$ cat config.mk
export PLATFORM = sky130hd
export DESIGN_NAME = mcCtlTop
export DESIGN_NICKNAME = d
export VERILOG_FILES = /design/src/rtl/mcCtlPkg.sv /design/src/rtl/mcCtlSequencer.sv /design/src/rtl/mcCtlStrobeGen.sv /design/src/rtl/mcCtlDrive.sv /design/src/rtl/mcCtlTop.sv
export SDC_FILE = /design/constraint.sdc
export NUM_CORES = 1
export LEC_CHECK = 0
export BUFFER_PORTS_ARGS = -buffer_cell sky130_fd_sc_hd__buf_2
export CAP_MARGIN = 20
export CELL_PAD_IN_SITES_DETAIL_PLACEMENT = 1
export CELL_PAD_IN_SITES_GLOBAL_PLACEMENT = 1
export CORE_MARGIN = 10
export CORE_UTILIZATION = 30
export CTS_BUF_LIST = sky130_fd_sc_hd__clkbuf_4
export DETAILED_ROUTE_END_ITERATION = 7
export GPL_TIMING_DRIVEN = 1
export PLACE_DENSITY = 0.83
export SETUP_SLACK_MARGIN = 0.1
export SLEW_MARGIN = 20
export SYNTH_ARGS = -nofsm -noshare
export SYNTH_HDL_FRONTEND = slang
export SYNTH_SLANG_ARGS = --single-unit
$ cat constraint.sdc
create_clock -name clk -period 3.3 [get_ports clk]
set_clock_uncertainty 0.15 [all_clocks]
set_input_delay 0.165 -clock clk [delete_from_list [all_inputs] [get_ports clk]]
set_output_delay 0.165 -clock clk [all_outputs]
set_load 0.005 [all_outputs]
$ cat src/rtl/mcCtlPkg.sv
package mcCtlPkg;
  parameter int OPC_W   = 6;
  parameter int SRCB_W  = 3;
  parameter int ALUOP_W = 2;

  localparam logic [SRCB_W-1:0] SRCB_REG    = SRCB_W'(0);
  localparam logic [SRCB_W-1:0] SRCB_FOUR   = SRCB_W'(1);
  localparam logic [SRCB_W-1:0] SRCB_SEXT   = SRCB_W'(2);
  localparam logic [SRCB_W-1:0] SRCB_BRANCH = SRCB_W'(3);
  localparam logic [SRCB_W-1:0] SRCB_ZEXT   = SRCB_W'(4);

  localparam logic [ALUOP_W-1:0] ALUOP_ADD   = ALUOP_W'(0);
  localparam logic [ALUOP_W-1:0] ALUOP_SUB   = ALUOP_W'(1);
  localparam logic [ALUOP_W-1:0] ALUOP_FUNCT = ALUOP_W'(2);
  localparam logic [ALUOP_W-1:0] ALUOP_OR    = ALUOP_W'(3);

  typedef enum logic [3:0] {
    ST_FETCH, ST_DECODE,
    ST_LDADR, ST_LDMEM, ST_LDWB,
    ST_STADR, ST_STMEM,
    ST_REXE, ST_RWB,
    ST_OREXE, ST_ORWB,
    ST_BREXE
  } ctlState_e;

  typedef struct packed {
    logic                pcWriteUncond;
    logic                pcWriteCond;
    logic                irWrite;
    logic                memRead;
    logic                memWrite;
    logic                iorD;
    logic                regWrite;
    logic                regDst;
    logic                memToReg;
    logic                aluSrcA;
    logic [SRCB_W-1:0]   aluSrcB;
    logic [ALUOP_W-1:0]  aluOp;
    logic                pcSource;
  } ctlStrobes_t;
endpackage

$ cat src/rtl/mcCtlSequencer.sv
module mcCtlSequencer
  import mcCtlPkg::*;
#(
  parameter logic [OPC_W-1:0] OPC_RTYPE = OPC_W'(0),
  parameter logic [OPC_W-1:0] OPC_ORI   = OPC_W'(13),
  parameter logic [OPC_W-1:0] OPC_LOAD  = OPC_W'(35),
  parameter logic [OPC_W-1:0] OPC_STORE = OPC_W'(43),
  parameter logic [OPC_W-1:0] OPC_BEQ   = OPC_W'(4)
) (
  input  logic             clk,
  input  logic             rstN,
  input  logic [OPC_W-1:0] opcode,
  output ctlState_e        state
);
  ctlState_e nextState;

  // class is only chosen in decode; later states carry it
  always_comb begin
    nextState = ST_FETCH;
    unique case (state)
      ST_FETCH:  nextState = ST_DECODE;
      ST_DECODE: begin
        if      (opcode == OPC_RTYPE) nextState = ST_REXE;
        else if (opcode == OPC_ORI)   nextState = ST_OREXE;
        else if (opcode == OPC_LOAD)  nextState = ST_LDADR;
        else if (opcode == OPC_STORE) nextState = ST_STADR;
        else if (opcode == OPC_BEQ)   nextState = ST_BREXE;
        else                          nextState = ST_FETCH;
      end
      ST_LDADR:  nextState = ST_LDMEM;
      ST_LDMEM:  nextState = ST_LDWB;
      ST_STADR:  nextState = ST_STMEM;
      ST_REXE:   nextState = ST_RWB;
      ST_OREXE:  nextState = ST_ORWB;
      default:   nextState = ST_FETCH;
    endcase
  end

  always_ff @(posedge clk or negedge rstN) begin
    if (!rstN) state <= ST_FETCH;
    else       state <= nextState;
  end
endmodule

$ cat src/rtl/mcCtlStrobeGen.sv
module mcCtlStrobeGen
  import mcCtlPkg::*;
(
  input  ctlState_e   state,
  output ctlStrobes_t strobes
);
  always_comb begin
    strobes         = '0;
    strobes.aluSrcB = SRCB_REG;
    strobes.aluOp   = ALUOP_ADD;
    unique case (state)
      ST_FETCH: begin
        strobes.pcWriteUncond = 1'b1;
        strobes.irWrite       = 1'b1;
        strobes.memRead       = 1'b1;
        strobes.aluSrcB       = SRCB_FOUR;
      end
      ST_DECODE: strobes.aluSrcB = SRCB_BRANCH;
      ST_LDADR, ST_STADR: begin
        strobes.aluSrcA = 1'b1;
        strobes.aluSrcB = SRCB_SEXT;
      end
      ST_LDMEM: begin
        strobes.memRead = 1'b1;
        strobes.iorD    = 1'b1;
      end
      ST_LDWB: begin
        strobes.regWrite = 1'b1;
        strobes.memToReg = 1'b1;
      end
      ST_STMEM: begin
        strobes.memWrite = 1'b1;
        strobes.iorD     = 1'b1;
      end
      ST_REXE: begin
        strobes.aluSrcA = 1'b1;
        strobes.aluOp   = ALUOP_FUNCT;
      end
      ST_RWB: begin
        strobes.regWrite = 1'b1;
        strobes.regDst   = 1'b1;
      end
      ST_OREXE: begin
        strobes.aluSrcA = 1'b1;
        strobes.aluSrcB = SRCB_ZEXT;
        strobes.aluOp   = ALUOP_OR;
      end
      ST_ORWB: strobes.regWrite = 1'b1;
      ST_BREXE: begin
        strobes.aluSrcA     = 1'b1;
        strobes.aluOp       = ALUOP_SUB;
        strobes.pcWriteCond = 1'b1;
        strobes.pcSource    = 1'b1;
      end
      default: ;
    endcase
  end
endmodule

$ cat src/rtl/mcCtlDrive.sv
module mcCtlDrive
  import mcCtlPkg::*;
(
  input  logic               rstN,
  input  logic               equalFlag,
  input  ctlStrobes_t        strobes,
  output logic               pcWrite,
  output logic               irWrite,
  output logic               memRead,
  output logic               memWrite,
  output logic               iorD,
  output logic               regWrite,
  output logic               regDst,
  output logic               memToReg,
  output logic               aluSrcA,
  output logic [SRCB_W-1:0]  aluSrcB,
  output logic [ALUOP_W-1:0] aluOp,
  output logic               pcSource
);
  // write strobes held quiet while reset is applied
  assign pcWrite  = rstN & (strobes.pcWriteUncond | (strobes.pcWriteCond & equalFlag));
  assign irWrite  = rstN & strobes.irWrite;
  assign memRead  = rstN & strobes.memRead;
  assign memWrite = rstN & strobes.memWrite;
  assign regWrite = rstN & strobes.regWrite;
  assign iorD     = strobes.iorD;
  assign regDst   = strobes.regDst;
  assign memToReg = strobes.memToReg;
  assign aluSrcA  = strobes.aluSrcA;
  assign aluSrcB  = strobes.aluSrcB;
  assign aluOp    = strobes.aluOp;
  assign pcSource = strobes.pcSource;
endmodule

$ cat src/rtl/mcCtlTop.sv
module mcCtlTop
  import mcCtlPkg::*;
#(
  parameter logic [OPC_W-1:0] OPC_RTYPE = OPC_W'(0),
  parameter logic [OPC_W-1:0] OPC_ORI   = OPC_W'(13),
  parameter logic [OPC_W-1:0] OPC_LOAD  = OPC_W'(35),
  parameter logic [OPC_W-1:0] OPC_STORE = OPC_W'(43),
  parameter logic [OPC_W-1:0] OPC_BEQ   = OPC_W'(4)
) (
  input  logic               clk,
  input  logic               rstN,
  input  logic [OPC_W-1:0]   opcode,
  input  logic               equalFlag,
  output logic               pcWrite,
  output logic               irWrite,
  output logic               memRead,
  output logic               memWrite,
  output logic               iorD,
  output logic               regWrite,
  output logic               regDst,
  output logic               memToReg,
  output logic               aluSrcA,
  output logic [SRCB_W-1:0]  aluSrcB,
  output logic [ALUOP_W-1:0] aluOp,
  output logic               pcSource
);
  ctlState_e   state;
  ctlStrobes_t strobes;

  mcCtlSequencer #(
    .OPC_RTYPE(OPC_RTYPE), .OPC_ORI(OPC_ORI), .OPC_LOAD(OPC_LOAD),
    .OPC_STORE(OPC_STORE), .OPC_BEQ(OPC_BEQ)
  ) seq_i (
    .clk(clk), .rstN(rstN), .opcode(opcode), .state(state)
  );

  mcCtlStrobeGen gen_i (.state(state), .strobes(strobes));

  mcCtlDrive drv_i (
    .rstN(rstN), .equalFlag(equalFlag), .strobes(strobes),
    .pcWrite(pcWrite), .irWrite(irWrite), .memRead(memRead),
    .memWrite(memWrite), .iorD(iorD), .regWrite(regWrite),
    .regDst(regDst), .memToReg(memToReg), .aluSrcA(aluSrcA),
    .aluSrcB(aluSrcB), .aluOp(aluOp), .pcSource(pcSource)
  );
endmodule

==> flow_metrics.tcl <==
set metrics [dict create \
    synth-main-ff-cell "dfrtp_1" \
    worstMarginPinSlew_ns 0.478 \
    fin_setup_tns_ns 0 \
    p_leak_nw 0.284 \
    utilization 0.441 \
    final_hold_viol_count 0 \
    fillers 183 \
    path_cells "nor2b_1 > nand2b_1 > a21oi_1 > buf_2" \
    dp_hpwl_mm 1.22 \
    io_buffers 23 \
    ys_ff_latch 4 \
    die_area_mm2 0.00342 \
    rsz0062_at_grt "no" \
    synthCells 61 \
    ioPinCount 24 \
    clk_path_buf_depth 2 \
    synth_cell_types 29 \
    drv_slew 0 \
    critPathKind "reg2out" \
    mappedNetlistNets 70 \
    nets 95 \
    synth_top_area_frac 0.225 \
    hp-class "in2reg" \
    clock.fmax_ghz 0.519 \
    slew-limit-headroom 0.681 \
    status "complete, no violations" \
    setup_viol 0 \
    slowest_stage "dfrtp_1" \
    postRouteAntennaNets 0 \
    multi_input_area_um2 325 \
    cp.arrival_ns 1.61 \
    pre_cts_ws_ns 1.54 \
    syn_to_final_growth_pct 34.1 \
    maxCapViolations 0 \
    clk_pin_slew_worst_paths_ns 0.04 \
    grt_overflow 0 \
    drc 0 \
    core_area_mm2 0.00135 \
    async_flop_share 1.00 \
    yosys-top-cells-area "dfrtp_1 23%, nor3_1 9.0%, nor2_1 5.9%, nand2b_1 5.6%, o21ai_0 4.5%" \
    period_share 0.584 \
    wire_per_inst_um 15.8 \
    synth_edf_count 0 \
    root_buffer "clkbuf_4" \
    clock_sinks 4 \
    cts_tree "built" \
    wl_mm 1.56 \
    clkLatencyLatePin_ns 0.23 \
    synth.largest_area_cell "dfrtp_1" \
    largest_reg_flops 4 \
    cts_buffers 3 \
    dr.first_iter.drc_count 4 \
    cts_htree_levels 1 \
    routed-via-count 555 \
    globalplace.congestion 0.718 \
    setup_ws_ns 1.37 \
    grt_usage 0.0959 \
    n_antenna_cell 0 \
    syn_area_um2 444 \
    viasPerCell 5.61 \
    cp.required_ns 2.98 \
    top_register "seq_i.state" \
    cp-end-kind "output pin" \
    ys_seq_area_frac 0.225 \
    critical_path.max_fanout 17 \
    grt_pass1_vias 586 \
    dr.pass1.iters 2 \
    top_regs "seq_i.state x4" \
    ys.warnings.count 0 \
    fin_crit_ns 1.93 \
    fp-row-count 13 \
    syn_area_per_cell_um2 7.28 \
    fp.dieH_um 58.5 \
    powerDensity_mw_per_mm2 775 \
    startpoint_type "register" \
    ir_worst_vdd_v 0.000212 \
    seqCellArea_um2 100 \
    grt_max_degree 18 \
    drive_gt1_frac 0.333 \
    antenna_found_initial 0 \
    cp_slowest_stage_delay_ns 0.63 \
    initial_utilization 0.329 \
    die_x_um 58.5 \
    grt_pass1_wl_mm 2.68 \
]
==> critical path: cells and delay by family, from the launching register on <==
kind / cells / cell delay [ns]
buffers and inverters: 1 / 0.13
DFF: 1 / 0.63
AOI/OAI and AO/OA: 1 / 0.14
and+or+nand+nor: 2 / 0.47
==> synthesized netlist by cell type (2+ instances only) <==
master / number
nand4_1: 3
nor3b_1: 2
and2_1: 2
nand2b_1: 4
nor2_1: 7
nor3_1: 8
and3_1: 2
clkbuf_1: 3
dfrtp_1: 4
xor2_1: 2
nand2_1: 2
o21ai_0: 4
nor2b_1: 2
==> kinds of logic after synthesis <==
kind of cell | count (synthesis) | synth area share
buffers and inverters | 5 | 0.0422
xor gates and xnor gates | 3 | 0.0592
DFF | 4 | 0.225
muxes | 1 | 0.0225
AOI/OAI and AO/OA | 12 | 0.200
and+or+nand+nor | 36 | 0.451
==> area by class of cell <==
| type | count | share of cell area |
|---|---|---|
| Timing Repair Buffer | 24 | 0.210 |
| Multi-Input combinational cell | 52 | 0.546 |
| Tap cell | 15 | 0.0315 |
| Clock buffer | 3 | 0.0378 |
| Sequential cell | 4 | 0.168 |
| Inverter | 1 | 0.00630 |
==> repair_timing <==
item / in CTS / in global routing
endpoints found under the hold margin: 4 / 0
buffers inserted: 0 / 0
resized for setup: 0 / 0
hold buffers: 1 / 0
==> final timing paths <==
path | from | endpoint | slack, ns | cells after the start
min in group asynchronous | rstN | seq_i.state[1]$_DFF_PN0_ | 0.14 | 2
setup reg to reg | seq_i.state[1]$_DFF_PN0_ | seq_i.state[0]$_DFF_PN0_ | 1.61 | 3
hold / removal | opcode[2] | seq_i.state[3]$_DFF_PN0_ | 0.11 | 3
hold reg to reg | seq_i.state[2]$_DFF_PN0_ | seq_i.state[0]$_DFF_PN0_ | 0.56 | 1
max in group asynchronous | rstN | seq_i.state[3]$_DFF_PN0_ | 2.70 | 2
setup / recovery | seq_i.state[1]$_DFF_PN0_ | aluSrcB[1] | 1.37 | 4
==> metal layers <==
layer  part of all wire  global-route usage  up-vias
li1                   -                   -      274
met1               0.43               0.103      257
met2               0.45               0.153       22
met3              0.099              0.0322        2
met4              0.017              0.0705        0
met5                  0                   0        -
==> metrics by stage <==
step / total power [W] / cell area, µm² / hold WS (ns) / cells
after floorplan: 0.000295 / 444 / -0.281 / 61
after global placement: 0.000391 / 563 / -0.153 / 95
after detailed placement: 0.000401 / 563 / -0.150 / 95
after CTS: 0.000466 / 596 / 0.111 / 99
after global routing: 0.000516 / 596 / 0.118 / 99
final: 0.000461 / 596 / 0.111 / 99
==> report_power, final <==
group / switching (W) / internal (W) / leakage, nW
registers: 0.0000745 / 0.0000682 / 0.0526
logic: 0.000128 / 0.000130 / 0.218
clock network: 0.0000199 / 0.0000407 / 0.0138
total: 0.000223 / 0.000239 / 0.284
==> cells in the final DEF, fill, tap and decap left out, drive strengths merged, types with 2 or more instances in the layout <==
cell,n
dfrtp,4
buf,23
and2,2
nand2,2
nor3,8
xor2,2
nor2b,2
nor3b,2
nand2b,4
clkbuf,3
nor2,7
o21ai,4
nand4,3
and3,2
(Power assumes the default switching activity.)
